===== src/rtl/ir_demod_pkg.sv =====
package ir_demod_pkg;
  // Counter wide enough for saturation value plus one pending tick
  function automatic int unsigned gap_width(input int unsigned nom, input int unsigned tol_w);
    return $clog2(nom + tol_w + 3);
  endfunction

  typedef enum logic {
    SIDE_EARLY = 1'b0,
    SIDE_LATE  = 1'b1
  } win_side_e;
endpackage


===== src/rtl/ir_rise_det.sv =====
module ir_rise_det (
  input  logic clk_i,
  input  logic rst_ni,
  input  logic ir_i,
  output logic rise_o
);
  logic prev_q;

  always_ff @(posedge clk_i or negedge rst_ni) begin
    if (!rst_ni) prev_q <= 1'b0;
    else         prev_q <= ir_i;
  end

  assign rise_o = ir_i & ~prev_q;
endmodule


===== src/rtl/ir_win_lim.sv =====
module ir_win_lim #(
  parameter int unsigned NOM   = 16,
  parameter int unsigned TOL_N = 3,
  parameter int unsigned TOL_W = 4,
  parameter int unsigned CNT_W = 5
) (
  input  logic [1:0]       win_sel_i,
  output logic [CNT_W-1:0] lo_o,
  output logic [CNT_W-1:0] hi_o
);
  import ir_demod_pkg::*;

  logic [CNT_W-1:0] lim [2];

  for (genvar s = 0; s < 2; s++) begin : g_side
    logic [CNT_W-1:0] tol;
    assign tol = win_sel_i[s] ? CNT_W'(TOL_W) : CNT_W'(TOL_N);
    if (s == int'(SIDE_EARLY)) begin : g_early
      assign lim[s] = CNT_W'(NOM) - tol;
    end else begin : g_late
      assign lim[s] = CNT_W'(NOM) + tol;
    end
  end

  assign lo_o = lim[int'(SIDE_EARLY)];
  assign hi_o = lim[int'(SIDE_LATE)];
endmodule


===== src/rtl/ir_gap_ctr.sv =====
module ir_gap_ctr #(
  parameter int unsigned CNT_W = 5,
  parameter int unsigned SAT   = 21
) (
  input  logic             clk_i,
  input  logic             rst_ni,
  input  logic             tick_i,
  input  logic             clr_i,
  output logic [CNT_W-1:0] elapsed_o,
  output logic [CNT_W-1:0] since_o
);
  logic [CNT_W-1:0] since_q;

  // elapsed includes the tick of the current cycle
  assign elapsed_o = since_q + CNT_W'(tick_i);
  assign since_o   = since_q;

  always_ff @(posedge clk_i or negedge rst_ni) begin
    if (!rst_ni)                         since_q <= '0;
    else if (clr_i)                      since_q <= '0;
    else if (elapsed_o > CNT_W'(SAT))    since_q <= CNT_W'(SAT);
    else                                 since_q <= elapsed_o;
  end
endmodule


===== src/rtl/ir_carrier_demod.sv =====
module ir_carrier_demod #(
  parameter int unsigned NOM_TICKS  = 16,
  parameter int unsigned TOL_NARROW = 3,
  parameter int unsigned TOL_WIDE   = 4
) (
  input  logic       clk_i,
  input  logic       rst_ni,
  input  logic       ir_i,
  input  logic       tick_i,
  input  logic       demod_en_i,
  input  logic [1:0] win_sel_i,
  output logic       level_o
);
  import ir_demod_pkg::*;

  localparam int unsigned CNT_W = gap_width(NOM_TICKS, TOL_WIDE);
  localparam int unsigned SAT   = NOM_TICKS + TOL_WIDE + 1;

  logic             rise_w;
  logic             mark_q;
  logic             mark_d;
  logic             in_win;
  logic [CNT_W-1:0] elapsed_w;
  logic [CNT_W-1:0] since_q;
  logic [CNT_W-1:0] lo_lim;
  logic [CNT_W-1:0] hi_lim;

  ir_rise_det u_rise (
    .clk_i  (clk_i),
    .rst_ni (rst_ni),
    .ir_i   (ir_i),
    .rise_o (rise_w)
  );

  ir_win_lim #(
    .NOM   (NOM_TICKS),
    .TOL_N (TOL_NARROW),
    .TOL_W (TOL_WIDE),
    .CNT_W (CNT_W)
  ) u_lim (
    .win_sel_i (win_sel_i),
    .lo_o      (lo_lim),
    .hi_o      (hi_lim)
  );

  ir_gap_ctr #(
    .CNT_W (CNT_W),
    .SAT   (SAT)
  ) u_gap (
    .clk_i     (clk_i),
    .rst_ni    (rst_ni),
    .tick_i    (tick_i),
    .clr_i     (rise_w | ~demod_en_i),
    .elapsed_o (elapsed_w),
    .since_o   (since_q)
  );

  assign in_win = (elapsed_w >= lo_lim) && (elapsed_w <= hi_lim);

  always_comb begin
    mark_d = mark_q;
    if (!demod_en_i)            mark_d = 1'b0;
    else if (rise_w)            mark_d = mark_q ? in_win : 1'b1;
    else if (elapsed_w > hi_lim) mark_d = 1'b0;
  end

  always_ff @(posedge clk_i or negedge rst_ni) begin
    if (!rst_ni) mark_q <= 1'b0;
    else         mark_q <= mark_d;
  end

  assign level_o = demod_en_i ? mark_q : ir_i;
endmodule


===== config.mk =====
export PLATFORM = sky130hd
export DESIGN_NAME = ir_carrier_demod
export DESIGN_NICKNAME = d
export VERILOG_FILES = /design/src/rtl/ir_demod_pkg.sv /design/src/rtl/ir_rise_det.sv /design/src/rtl/ir_win_lim.sv /design/src/rtl/ir_gap_ctr.sv /design/src/rtl/ir_carrier_demod.sv
export SDC_FILE = /design/constraint.sdc
export NUM_CORES = 1
export LEC_CHECK = 0
export CAP_MARGIN = 20
export CORE_MARGIN = 3
export CORE_UTILIZATION = 37
export CTS_CLUSTER_DIAMETER = 200
export DETAILED_ROUTE_END_ITERATION = 8
export HOLD_SLACK_MARGIN = 0.1
export PLACE_DENSITY = 0.69
export REMOVE_ABC_BUFFERS = 1
export SYNTH_ARGS = -nofsm -noshare
export SYNTH_HDL_FRONTEND = slang
export SYNTH_SLANG_ARGS = --single-unit

===== constraint.sdc =====
create_clock -name clk_i -period 3.1 [get_ports clk_i]
set_input_delay 0.31 -clock clk_i [delete_from_list [all_inputs] [get_ports clk_i]]
set_output_delay 0.31 -clock clk_i [all_outputs]
set_load 0.01 [all_outputs]

==> qor.tcl, run 1 <==
set qor(grt_start_max_net_pins) 8
set qor(route.layer.met1.wl_um) 395
set qor(layout_worst_path_cycle_share_pct) 69.8
set qor(seqCellArea_um2) 175
set qor(finalCriticalPeriod_ns) 2.16
set qor(h-tree-depth) 1
set qor(tritoncts_clock_tree) {built}
set qor(drt_wl_total_um) 795
set qor(area_occupied_by_multi_input_gates_um2) 295
set qor(cts-root-to-sink-buffers) 2
set qor(nFillCells) 119
set qor(synth_seq_cells) 7
set qor(seq_area_frac_synth_pct) 35.5
set qor(synth.top_cells.by_area) {dfrtp_1 36%, ha_1 15%, nor2_1 5.3%}
set qor(die_area_um2) 1810
set qor(required_ns) 3.28
set qor(clk_transition_reported_paths_ns) 0.05
set qor(post-route-drc-count) 0
set qor(powerDensity_nw_per_um2) 361
set qor(met3_wirelength_um) 47
set qor(grt_antenna_before_repair) 0
set qor(max_slew.worst_pin.slew_ns) 0.317
set qor(synth_edf_count) 0
set qor(mappedNetlistArea_um2) 493
set qor(r2r_setup_slack_ns) 1.07
set qor(cts_root_buffer) {clkbuf_4}
set qor(worst_slew_margin_rel_pct) 78.8
set qor(globalRoute.totalOverflow) 0
set qor(timing.setup.tns_ns) 0
set qor(top_signal_layer_used) {met4}
set qor(p_leak_nw) 0.294
set qor(first_global_vias) 407
set qor(core-area_um2) 1170
set qor(drt-initial-drc-count) 6
set qor(mean_syn_cell_area_um2) 9.30
set qor(critical_path_arrival_ns) 2.34
set qor(floorplan.io_pins) 8
set qor(initial_utilization_pct) 42.1
set qor(std_cell_rows) 12
set qor(cts_setup_buffers) 0
set qor(vias) 394
set qor(drt_pre_antenna_iters) 4
set qor(hpwl_um) 659
set qor(worst_setup_path_start_kind) {primary input}
set qor(grt_pass1_wl_um) 1580
set qor(ir_drop_mv) 0.208
set qor(fin_worst_skew_ns) 0.00344
set qor(post-route-cell-area_um2) 607
set qor(chipHeight_um) 42.5
set qor(met2_length_um) 335
set qor(finish.net_count) 78
set qor(synth-warning-count) 0
set qor(worst_r2r_endpoint) {mark_q$_DFFE_PN0P_}
set qor(cts.repair.resized) 0
set qor(synth.largest_area_cell) {dfrtp_1}
set qor(yosys.cell_types.count) 22
set qor(async_reset_ff_share_pct) 100
set qor(fin_worst_hold_slack_ns) 0.316
set qor(cp_max_fo) 4
set qor(vias_per_cell) 5.05
set qor(final_antenna_net_count) 0
set qor(reg2reg_depth) 8
set qor(synth_top_cell_area_share_pct) 35.5
set qor(final_weighted_congestion_of_routability_driven_global_placement) 0.814
set qor(crit_path_start) {tick_i}
set qor(maxClockFrequency_mhz) 462
set qor(dpl_cell_area_um2) 581
set qor(critical_path.endpoint_type) {flip-flop}
set qor(grt_use_total_pct) 11.9
set qor(num_antenna_cells) 0
set qor(final_layout_size_suffix_gt1_share_pct) 12.5
set qor(critPathKind) {in2reg}
set qor(startpoint_of_the_worst_slack_reg_to_reg_timing_path) {u_gap.since_o[0]$_DFF_PN0_}
set qor(cts_hold_buf) 0
set qor(port_buffers) 7
set qor(slew_viol_final) 0
set qor(ys.flop_type) {dfrtp_1}
set qor(clkLatencyLatePin_ns) 0.25
set qor(rsz0062_at_grt) {no}
set qor(max-cap-violations) 0
set qor(areaGrowthSynthToFinish_pct) 23.1
set qor(run_status) {completed}
set qor(cts.sink_count) 7
set qor(synth_top_cells_by_count) {7 x dfrtp_1, 7 x nor2_1, 6 x ha_1, 6 x inv_1, 5 x nand2_1}
set qor(cts_inserted_buffers) 3
set qor(wl_per_cell_um) 10.2
set qor(hold_path.class) {in2async}
set qor(die-width_um) 42.5
set qor(setup.worst_path.end) {mark_q$_DFFE_PN0P_}
set qor(hold_viol_final) 0
set qor(setup_viol) 0
set qor(synthesis.instances) 53
## stage by stage
stage	instances	worst slack [ns]	power [mW]	utilization [%]
detailed placement	74	0.684	0.139	49.6
global route	78	0.742	0.238	51.8
CTS	78	0.939	0.225	51.8
finish	78	0.938	0.219	51.8
global placement	74	0.694	0.138	49.6
floorplan	53	1.23	0.121	-
## power by group
part	internal, mW	switching, mW
logic	0.0213	0.0190
registers	0.0948	0.00168
clock network	0.0491	0.0334
## per-layer routing
layer | up-vias | global-route usage (%)
li1 | 207 | -
met1 | 173 | 14.8
met2 | 10 | 16.1
met3 | 4 | 5.58
met4 | 0 | 7.45
met5 | - | 0
## area by class of cell
cell class / count / area share (%)
Clock buffer: 4 / 4.33
Inverter: 6 / 3.71
Sequential cell: 7 / 28.9
Tap cell: 14 / 2.89
Timing Repair Buffer: 7 / 11.5
Multi-Input combinational cell: 40 / 48.7
## logic make-up after synthesis
logic type               after synthesis  synth area share [%]
XOR/XNOR                               3                  8.38
AO/OA/AOI/OAI                         10                  15.2
adder cells (fa/ha/maj)                6                  15.2
multiplexers                           1                  2.28
flip-flops                             7                  35.5
buffers and inverters                  6                  4.57
AND/OR/NAND/NOR                       20                  18.8
## flip-flops by register name (all words and copies together) (netlist names)
signal         count
u_gap.since_o      5
u_rise.prev_q      1
mark_q             1
## worst min-delay path by stage
stage,cells past startpoint,end,from
2_1_floorplan,0,mark_q$_DFFE_PN0P_,rst_ni
3_3_place_gp,1,u_gap.since_o[4]$_DFF_PN0_,rst_ni
3_5_place_dp,1,u_gap.since_o[4]$_DFF_PN0_,rst_ni
4_1_cts,1,u_gap.since_o[4]$_DFF_PN0_,rst_ni
5_1_grt,1,u_gap.since_o[4]$_DFF_PN0_,rst_ni
6_report,1,u_gap.since_o[4]$_DFF_PN0_,rst_ni
## worst max-delay path, cell delays in order
cell and delay [ns]:
clkdlybuf4s50_1 0.46, ha_1 0.19, ha_1 0.27, xor2_2 0.25, ha_1 0.29, o21ai_0 0.17, o21ai_1 0.08, o211a_1 0.22
o22ai_2 0.10
## cell usage in the layout (no fill, tap or decap), types with 2 or more instances in the layout
cell / n
nor2_1: 7
inv_1: 6
clkdlybuf4s50_1: 7
nand4_1: 2
clkbuf_4: 3
ha_1: 6
dfrtp_1: 7
nand3_1: 3
o21ai_0: 2
nand2_1: 5
o21ai_1: 2
Power figures use the tool's default switching activity.
==> inputs of run 2 (changes only) <==
--- a/config.mk
+++ b/config.mk
@@ -11,7 +11,7 @@
 export CTS_CLUSTER_DIAMETER = 200
 export DETAILED_ROUTE_END_ITERATION = 8
 export HOLD_SLACK_MARGIN = 0.1
-export PLACE_DENSITY = 0.69
+export PLACE_DENSITY = 0.71
 export REMOVE_ABC_BUFFERS = 1
 export SYNTH_ARGS = -nofsm -noshare
 export SYNTH_HDL_FRONTEND = slang
==> constraint.sdc (replaced) <==
create_clock -name clk_i -period 1.8 [get_ports clk_i]
set_input_delay 0.18 -clock clk_i [delete_from_list [all_inputs] [get_ports clk_i]]
set_output_delay 0.18 -clock clk_i [all_outputs]
set_load 0.01 [all_outputs]
==> run 2 against run 1 <==
  * The run now ends with setup timing left
  * Via count is 16% higher
  * Cell count rose by 9.0%
  * Sequential cell count unchanged
  * Non-clock buffer count up 7
  * Die area is the same
  * Critical endpoint unchanged
  * Core utilization is 11 points higher
  * Count of clock-buffer cells in the layout down 1
  * Sequential power grew 74%
  * Clock skew decreased by 0.0020 ns
  * Setup slack got worse by 0.97 ns
  * Clock power grew 78%
  * Hold slack worse by 0.14 ns
==> qor.tcl, run 2 (synthesized netlist as in run 1, its figures left out) <==
set qor(run_status) {finished with violations}
set qor(failed_checks) {setup timing}
set qor(first_global_vias) 496 ;# +22%
set qor(cts-root-to-sink-buffers) 2 ;# unchanged
set qor(timing.setup.tns_ns) -0.0345 ;# -0.0345 ns
set qor(final_antenna_net_count) 0 ;# unchanged
set qor(chipHeight_um) 42.5 ;# unchanged
set qor(critical_path_arrival_ns) 2.01 ;# -0.33 ns
set qor(utilization_pct) 62.5 ;# +11 points
set qor(hold_viol_final) 0 ;# unchanged
set qor(fin_worst_skew_ns) 0.00149 ;# -0.00196 ns
set qor(vias_per_cell) 5.39 ;# +6.7%
set qor(std_cell_rows) 12 ;# unchanged
set qor(die_area_um2) 1810 ;# unchanged
set qor(layout_common_cells) {7 x nor2_1, 7 x clkdlybuf4s50_1, 7 x dfrtp_1, 7 x buf_4, 6 x inv_1}
set qor(required_ns) 1.97 ;# -1.31 ns
set qor(port_buffers) 7 ;# unchanged
set qor(max_slew.worst_pin.slew_ns) 0.331 ;# +0.0142 ns
set qor(drt-initial-drc-count) 4 ;# -2
set qor(crit_path_start) {u_gap.since_o[0]$_DFF_PN0_}
set qor(reg2reg_depth) 8 ;# unchanged
set qor(clkLatencyLatePin_ns) 0.26 ;# about the same
set qor(worst_slew_margin_rel_pct) 77.8 ;# -0.96 points
set qor(finalCriticalPeriod_ns) 1.83
set qor(num_antenna_cells) 0 ;# unchanged
set qor(tritoncts_clock_tree) {built}
set qor(globalRoute.totalOverflow) 0 ;# unchanged
set qor(cp_max_fo) 2 ;# -2
set qor(vias) 458 ;# +16%
set qor(p_leak_nw) 0.337 ;# +15%
set qor(areaGrowthSynthToFinish_pct) 48.5
set qor(cts_root_buffer) {clkbuf_4}
set qor(post-route-drc-count) 0 ;# unchanged
set qor(die-width_um) 42.5 ;# unchanged
set qor(grt_start_max_net_pins) 8 ;# unchanged
set qor(critPathKind) {reg2reg}
set qor(layout_worst_path_cycle_share_pct) 102
set qor(final_layout_size_suffix_gt1_share_pct) 33.8 ;# +21 points
set qor(rsz0062_at_grt) {yes}
set qor(critical_path.endpoint_type) {flip-flop}
set qor(max-cap-violations) 0 ;# unchanged
set qor(maxClockFrequency_mhz) 545
set qor(worst_setup_path_start_kind) {flip-flop}
set qor(timing.final.ws_setup_ns) -0.0345 ;# -0.972 ns
set qor(ir_drop_mv) 0.335 ;# +61%
set qor(grt_antenna_before_repair) 0 ;# unchanged
set qor(initial_utilization_pct) 42.1 ;# unchanged
set qor(drt_pre_antenna_iters) 4 ;# unchanged
set qor(startpoint_of_the_worst_slack_reg_to_reg_timing_path) {u_gap.since_o[0]$_DFF_PN0_}
set qor(largest_register_ff_count) 5 ;# unchanged
set qor(dp_slack_ns) -0.437 ;# -1.12 ns
set qor(finish.net_count) 85 ;# +9.0%
set qor(cts.sink_count) 7 ;# unchanged
set qor(grt_pass1_wl_um) 2130 ;# +35%
set qor(hold_path.class) {in2async}
set qor(clk_transition_reported_paths_ns) 0.06 ;# about the same
set qor(hpwl_um) 902 ;# +37%
set qor(cts_inserted_buffers) 3 ;# unchanged
set qor(core-area_um2) 1170 ;# unchanged
set qor(floorplan.io_pins) 8 ;# unchanged
set qor(setup_viol) 1 ;# +1
set qor(drt_wl_total_um) 1170 ;# +47%
set qor(slew_viol_final) 0 ;# unchanged
set qor(h-tree-depth) 1 ;# unchanged
set qor(wl_per_cell_um) 13.7 ;# +35%
set qor(powerDensity_nw_per_um2) 567 ;# +57%
set qor(grt_use_total_pct) 16.2 ;# +4.3 points
set qor(final_weighted_congestion_of_routability_driven_global_placement) 0.771 ;# -5.3%
[run 2: final timing paths]
check                                                   to  slack (ns)
worst max-delay path                    mark_q$_DFFE_PN0P_       -0.03
worst min-delay path               u_rise.prev_q$_DFF_PN0_        0.18
worst max register to register          mark_q$_DFFE_PN0P_       -0.03
worst min register to register          mark_q$_DFFE_PN0P_        0.64
max in group asynchronous       u_gap.since_o[2]$_DFF_PN0_        1.39
min in group clk_i                 u_rise.prev_q$_DFF_PN0_        0.46
[run 2: area by class of cell]
type / instances / area, um^2
clock inverter: 1 / 5.00
sequential: 7 / 175
fill: 100 / 439
timing repair buffer: 14 / 123
clock buffer: 3 / 22.5
tap: 14 / 17.5
inverter: 6 / 22.5
multi-input combinational: 40 / 367
[run 2: power breakdown]
| part | total, mW | switching [mW] | internal [mW] | leakage [nW] |
|---|---|---|---|---|
| registers | 0.168 | 0.00512 | 0.163 | 0.0937 |
| clock network | 0.147 | 0.0652 | 0.0815 | 0.0177 |
| logic | 0.100 | 0.0437 | 0.0564 | 0.226 |
| total | 0.415 | 0.114 | 0.301 | 0.337 |
[run 2: worst max-delay path, stage by stage, from the launching register on]
cell and delay (ns):
dfrtp_1 0.39, ha_4 0.17, ha_4 0.17, xor2_4 0.19
ha_4 0.19, a211oi_2 0.21, o21ai_2 0.08, o211a_1 0.23
o22ai_2 0.11
[run 2: per-layer routing]
metal  global-route usage, %  up-vias  share of wire (%)
li1                        -      222                  -
met1                    15.9      219                 39
met2                    28.9       10                 53
met3                    3.43        7                4.0
met4                    12.4        0                3.8
met5                       0        -                  0
[run 2: stage by stage]
step | total power, mW | hold WS (ns) | cell area (um^2) | cells
floorplan | 0.209 | -0.116 | 493 | 53
global placement | 0.248 | 0.462 | 626 | 80
detailed placement | 0.252 | 0.461 | 626 | 80
CTS | 0.411 | 0.187 | 709 | 85
global route | 0.448 | 0.195 | 732 | 85
finish | 0.415 | 0.176 | 732 | 85
[run 2: repair_timing]
item	4_1_cts	5_1_grt
endpoints found under the setup margin	1	4
hold buffers	0	0
pin swaps	6	6
buffers inserted	1	0
gates resized for setup	8	4
==> inputs of run 3 (changes only) <==
--- a/config.mk
+++ b/config.mk
@@ -10,7 +10,6 @@
 export CORE_UTILIZATION = 37
 export CTS_CLUSTER_DIAMETER = 200
 export DETAILED_ROUTE_END_ITERATION = 8
-export HOLD_SLACK_MARGIN = 0.1
 export PLACE_DENSITY = 0.71
 export REMOVE_ABC_BUFFERS = 1
 export SYNTH_ARGS = -nofsm -noshare
==> results of run 3 <==
Same layout as run 2: the final DEF is identical, and so are final timing and power.
